`config.mk`:
```
export PLATFORM = sky130hd
export DESIGN_NAME = rtc_calendar_tick
export DESIGN_NICKNAME = d
export VERILOG_FILES = /design/src/rtl/rtc_calendar_tick.sv
export SDC_FILE = /design/constraint.sdc
export NUM_CORES = 1
export LEC_CHECK = 0
export ABC_AREA = 1
export CORE_ASPECT_RATIO = 1.2
export CORE_MARGIN = 2
export CORE_UTILIZATION = 40
export CTS_BUF_LIST = sky130_fd_sc_hd__clkbuf_16
export DETAILED_ROUTE_END_ITERATION = 10
export PLACE_DENSITY = 0.66
export SETUP_SLACK_MARGIN = 0.1
export SLEW_MARGIN = 0
export SYNTH_ARGS = -nofsm -noshare
export SYNTH_HDL_FRONTEND = slang
export SYNTH_SLANG_ARGS = --single-unit
```
`constraint.sdc`:
```
create_clock -name clk -period 6.3 [get_ports clk]
set_clock_uncertainty 0.2 [all_clocks]
set_input_delay 0.63 -clock clk [delete_from_list [all_inputs] [get_ports clk]]
set_output_delay 0.63 -clock clk [all_outputs]
set_load 0.005 [all_outputs]
```
`src/rtl/rtc_calendar_tick.sv`:
```
module rtc_calendar_tick #(
  parameter int US_PER_SEC = 1000000,
  parameter int US_W       = 21
) (
  input  logic            clk,
  input  logic            rst_n,
  input  logic            tick_valid,
  input  logic [US_W-1:0] tick_us,
  input  logic            bcd_mode,
  input  logic            hour24_mode,
  input  logic            wr_en,
  input  logic [2:0]      wr_sel,
  input  logic [7:0]      wr_data,
  input  logic [2:0]      rd_sel,
  output logic [7:0]      rd_data,
  output logic            sec_tick
);
  localparam int ACC_W = $clog2(2 * US_PER_SEC + 1);
  localparam int NF    = 8;
  localparam int F_SEC = 0, F_MIN = 1, F_HR = 2, F_WD = 3;
  localparam int F_DAY = 4, F_MON = 5, F_YR = 6, F_CEN = 7;
  localparam logic [ACC_W-1:0] ONE_SEC = ACC_W'(US_PER_SEC);

  function automatic logic [7:0] inc8(input logic [7:0] v, input logic b);
    logic c, c2;
    logic [3:0] lo, h;
    if (b) begin
      c  = v[3:0] >= 4'd9;
      lo = c ? v[3:0] - 4'd9 : v[3:0] + 4'd1;
      h  = v[7:4] + {3'd0, c};
      c2 = h >= 4'd10;
      return {c2 ? h - 4'd10 : h, lo};
    end
    return v + 8'd1;
  endfunction

  function automatic logic bcd_cout(input logic [7:0] v);
    logic [3:0] h;
    h = v[7:4] + {3'd0, v[3:0] >= 4'd9};
    return h >= 4'd10;
  endfunction

  function automatic logic [7:0] add12(input logic [7:0] v, input logic b);
    logic c;
    if (b) begin
      c = v[3:0] >= 4'd8;
      return {v[7:4] + 4'd1 + {3'd0, c}, c ? v[3:0] - 4'd8 : v[3:0] + 4'd2};
    end
    return v + 8'd12;
  endfunction

  function automatic logic [7:0] sub12(input logic [7:0] v, input logic b);
    logic br;
    if (b) begin
      br = v[3:0] < 4'd2;
      return {v[7:4] - 4'd1 - {3'd0, br}, br ? v[3:0] + 4'd8 : v[3:0] - 4'd2};
    end
    return v - 8'd12;
  endfunction

  function automatic logic [7:0] month_len(input logic [7:0] m, input logic b);
    if (b) begin
      case (m)
        8'h01, 8'h03, 8'h05, 8'h07, 8'h08, 8'h10, 8'h12: return 8'h31;
        8'h02:                                           return 8'h28;
        default:                                         return 8'h30;
      endcase
    end
    case (m)
      8'd1, 8'd3, 8'd5, 8'd7, 8'd8, 8'd10, 8'd12: return 8'd31;
      8'd2:                                       return 8'd28;
      default:                                    return 8'd30;
    endcase
  endfunction

  logic [7:0]       cal_q [NF];
  logic [7:0]       cal_d [NF];
  logic [NF-1:0]    upd;
  logic [ACC_W-1:0] acc_q, acc_sum;
  logic             over, adv;
  logic             sec_wrap, min_wrap, day_wrap, last_day, mon_wrap, yr_wrap;
  logic [7:0]       s_inc, m_inc, h_full, h_inc, h_new, mo_inc, y_inc, wd_inc;

  assign acc_sum = acc_q + ACC_W'(tick_us);
  assign over    = acc_sum > ONE_SEC;
  assign adv     = tick_valid && over;
  assign rd_data = cal_q[rd_sel];

  always_comb begin
    s_inc    = inc8(cal_q[F_SEC], bcd_mode);
    sec_wrap = s_inc == (bcd_mode ? 8'h60 : 8'd60);
    m_inc    = inc8(cal_q[F_MIN], bcd_mode);
    min_wrap = m_inc == (bcd_mode ? 8'h60 : 8'd60);
    h_full   = (!hour24_mode && cal_q[F_HR][7]) ?
               add12({1'b0, cal_q[F_HR][6:0]}, bcd_mode) : cal_q[F_HR];
    h_inc    = inc8(h_full, bcd_mode);
    day_wrap = h_inc == (bcd_mode ? 8'h24 : 8'd24);
    h_new    = day_wrap ? 8'd0 : h_inc;
    wd_inc   = inc8(cal_q[F_WD], bcd_mode);
    last_day = cal_q[F_DAY] == month_len(cal_q[F_MON], bcd_mode);
    mo_inc   = inc8(cal_q[F_MON], bcd_mode);
    mon_wrap = mo_inc == (bcd_mode ? 8'h13 : 8'd13);
    y_inc    = inc8(cal_q[F_YR], bcd_mode);
    yr_wrap  = bcd_mode ? bcd_cout(cal_q[F_YR]) : (y_inc == 8'd100);

    cal_d[F_SEC] = sec_wrap ? 8'd0 : s_inc;
    cal_d[F_MIN] = min_wrap ? 8'd0 : m_inc;
    if (hour24_mode || h_new < (bcd_mode ? 8'h12 : 8'd12)) cal_d[F_HR] = h_new;
    else cal_d[F_HR] = sub12(h_new, bcd_mode) | 8'h80;
    cal_d[F_WD]  = wd_inc % 8'd7;
    cal_d[F_DAY] = last_day ? 8'd1 : inc8(cal_q[F_DAY], bcd_mode);
    cal_d[F_MON] = mon_wrap ? 8'd1 : mo_inc;
    cal_d[F_YR]  = yr_wrap ? 8'd0 : y_inc;
    cal_d[F_CEN] = inc8(cal_q[F_CEN], bcd_mode);

    upd[F_SEC] = adv;
    upd[F_MIN] = adv && sec_wrap;
    upd[F_HR]  = upd[F_MIN] && min_wrap;
    upd[F_WD]  = upd[F_HR] && day_wrap;
    upd[F_DAY] = upd[F_WD];
    upd[F_MON] = upd[F_DAY] && last_day;
    upd[F_YR]  = upd[F_MON] && mon_wrap;
    upd[F_CEN] = upd[F_YR] && yr_wrap;
  end

  always_ff @(posedge clk) begin
    if (!rst_n) begin
      acc_q    <= '0;
      sec_tick <= 1'b0;
    end else begin
      sec_tick <= adv;
      if (tick_valid) acc_q <= over ? acc_sum - ONE_SEC : acc_sum;
    end
  end

  for (genvar i = 0; i < NF; i++) begin : g_field
    localparam logic [7:0] RST_V = (i == F_CEN) ? 8'h20 :
                                   (i == F_DAY || i == F_MON) ? 8'h01 : 8'h00;
    always_ff @(posedge clk) begin
      if (!rst_n) cal_q[i] <= RST_V;
      else if (wr_en && wr_sel == 3'(i)) cal_q[i] <= wr_data;
      else if (upd[i]) cal_q[i] <= cal_d[i];
    end
  end

  p_acc_bound_r1: assert property (@(posedge clk) disable iff (!rst_n)
    (tick_us <= US_W'(US_PER_SEC)) |=> (acc_q <= ONE_SEC));

  p_tick_source_r1: assert property (@(posedge clk) disable iff (!rst_n)
    sec_tick |-> $past(tick_valid));

  p_sec_wrap_r3: assert property (@(posedge clk) disable iff (!rst_n)
    (sec_tick && $past(bcd_mode) && $past(cal_q[F_SEC]) == 8'h59 && !$past(wr_en))
      |-> cal_q[F_SEC] == 8'h00);

  p_min_hold_r3: assert property (@(posedge clk) disable iff (!rst_n)
    (sec_tick && $past(cal_q[F_SEC]) == 8'h10 && !$past(wr_en)) |-> $stable(cal_q[F_MIN]));

  p_wday_range_r6: assert property (@(posedge clk) disable iff (!rst_n)
    (sec_tick && $past(cal_q[F_WD]) < 8'd7 && !$past(wr_en)) |-> cal_q[F_WD] < 8'd7);

  p_idle_hold_r9: assert property (@(posedge clk) disable iff (!rst_n)
    (!tick_valid && !wr_en) |=> ($stable(cal_q[F_SEC]) && $stable(cal_q[F_HR]) &&
                                 $stable(cal_q[F_DAY]) && $stable(cal_q[F_CEN]) && !sec_tick));
endmodule

```
==> qor.txt <==
Core Region - 0.02562 mm^2
Root Driver - clkbuf_16
wire per inst - 15.30 um
GRT Util Overall - 21.80%
number of synthesis warnings - 0
R2R depth - 35
final-stage net count - 1766
most frequent cells in the layout - nand2_1, inv_1, nor2_1, o21ai_0, nand3_1
endpoints failing setup - 0
largest net degree at the start of global routing - 45
DRC violations left - 0
Max-Cap Viols - 0
Crit path top cell by count - ha_1
# rows - 64
WHS - 0.2949 ns
Cell Area, Synth - 0.01049 mm^2
initial DRC count - 814
Max Clock Freq - 189.5 MHz
post-route minimum period - 5.276 ns
Max IR drop VDD - 0.1754 mV
GRT overflow - 0
CTS max path bufs - 2
Reg-to-Reg End - cal_q[2][6]
max_slew headroom - 35.71%
fin worst setup slack - 1.024 ns
HPWL after detailed placement - 23950 um
Clk Latency, worst-skew pair - 0.36 ns
Post-Synthesis Cells - 1598
vias per cell - 5.506
Sequential Area - 0.002362 mm^2
io pins - 50
CTS tree - built
Power Dens Cells - 233.8 mW/mm^2
non-filler instance count after layout - 1970
Port-buffer cells - 49
ys async rst share - 0%
EDFF count, synth - 64
fin. max-slew vios - 0
Design Area, Final - 0.01159 mm^2
worst slew pin tran - 0.9569 ns
Hold EP - acc_q[17]
CTS clk-pin slew, worst paths - 0.07 ns
commonest non-fill, non-tap cell in the layout - nand2_1
Worst Setup End Kind - register
Crit path largest cell delay - 0.43 ns
distinct cell type count after synthesis - 70
initial core utilization - 40.95%
worst-path fanout max - 8
vias post-DR - 10.85k
unrepaired setup endpoints after global routing - no
Num CTS Buffers - 9
Fin Setup TNS - 0 ns
vias in the first global route - 10.15k
Yosys top cell area share - 18.31%
Vert. Die Dim - 181.4 um
post-CTS sizing - 0
placed cell areas - 0.01133 mm^2
Placement Setup Slack - 0.6828 ns
crit share post-route - 83.75%
Pre-antenna DRT Iters - 5
H-tree lvl count - 3
Hold-fix buffers, CTS - 0
WHS Path Cells - 2
first-pass GRT wire length - 49820 um
CP max stage cell - clkdlybuf4s50_1
area growth from synthesis to layout - 10.49%
outcome - finished clean
worst flop-to-flop path startpoint - cal_q[2][2]
Static Leak - 5.458 nW
worst hold start - acc_q[17]
endpoints failing hold - 0
antenna viol nets, final - 0
clk sinks - 86
CP arrival - 5.18 ns
initial antenna violation count - 0
Main synth FF type - edfxtp_1
die area - 0.02755 mm^2
Syn Nets - 1728
Yosys top cell by area - edfxtp_1
Avg Synthesized Cell Area - 6.567 um^2
Hold/Removal Path Class - reg2reg
# Post-CTS Setup Buffers - 0
Placed Instances - 1955
area of the multi-input gates - 0.007102 mm^2
R2R setup slack - 1.15 ns
CP required - 6.20 ns
synth top area cells - edfxtp_1, nand2_1, ha_1, inv_1, nor2_1
ANT cells - 0
register area share after synthesis - 22.51%
#FFs+latches synth - 86
Die X - 151.9 um
WL final - 30140 um
RePlAce Congestion - 0.9057
kind of critical path - in2reg
# fillers - 2637
critical path startpoint category - primary input
share of cells above drive strength 1 - 7.317%
[cell families (layout without fill, tap and decap cells)]
family                     Yosys count  after routing  share of synthesized area [%]
DFF                                 86             86                          22.51
AOI/OAI and AO/OA                  348            348                          19.60
xor gates and xnor gates            64             64                          5.556
and+or+nand+nor                    738            738                          31.54
muxes                                3              3                         0.2981
adders and majority gates           89             89                          10.68
buffers and inverters              270            312                          9.813
[Yosys cell counts, types with 4 or more instances]
library cell and instances:
a21o_1 4, a21oi_1 97, a221oi_1 8, a31oi_1 17, buf_1 4, buf_2 10
clkbuf_1 17, dfxtp_1 22, edfxtp_1 64, ha_1 88, inv_1 213, inv_2 22
nand2_1 340, nand2_2 17, nand3_1 106, nand3_2 5, nand4_1 26, nor2_1 168
nor2_2 11, nor2_4 4, nor3_1 27, nor4_1 4, o211ai_1 16, o21ai_0 122
o21ai_1 22, o21ai_2 5, o221ai_1 6, o22ai_1 17, o32ai_1 7, or2_2 9
xnor2_1 13, xor2_1 48
[registers in the layout, indices dropped and copies added (netlist names)]
name / cells
sec_tick: 1
cal_q: 64
acc_q: 21
[area by class of cell]
class / instances / share of cell area (%)
Clock buffer: 9 / 1.942
Clock inverter: 6 / 0.3345
Timing Repair Buffer: 59 / 4.834
Inverter: 238 / 7.705
Multi-Input combinational cell: 1242 / 61.25
Tap cell: 330 / 3.561
Sequential cell: 86 / 20.37
[through the flow]
step	total power, mW	utilization (%)
floorplan	1.849	-
global placement	2.174	44.22
detailed placement	2.197	44.22
CTS	2.711	45.25
global route	2.955	45.25
finish	2.711	45.25
[worst max-delay path, delay by kind of cell]
kind                     cells  cell delay (ns)
AND/OR/NAND/NOR             16             1.89
AO/OA/AOI/OAI                3             0.23
buffers and inverters        8             0.95
adder cells (fa/ha/maj)      7             1.31
XOR/XNOR                     1             0.19
[how the worst max path moves through the flow]
stage,depth (start not counted),end,startpoint
floorplan,32,cal_q[2][6],hour24_mode
global placement,33,cal_q[2][6],hour24_mode
detailed placement,33,cal_q[2][6],hour24_mode
CTS,33,cal_q[2][6],hour24_mode
global route,34,cal_q[2][6],hour24_mode
finish,35,cal_q[2][6],hour24_mode
[metal layers]
metal,vias up,track usage [%],share of wire (%)
met4,0,8.897,3.5
met3,65,3.270,5.6
li1,5471,-,-
met1,4992,26.52,43
met5,-,0,0
met2,318,38.50,48
[power breakdown]
part / internal (mW) / switching [mW]
sequential: 0.686 / 0.0803
combinational: 0.503 / 0.933
clock: 0.265 / 0.244
(Power assumes the default switching activity.)
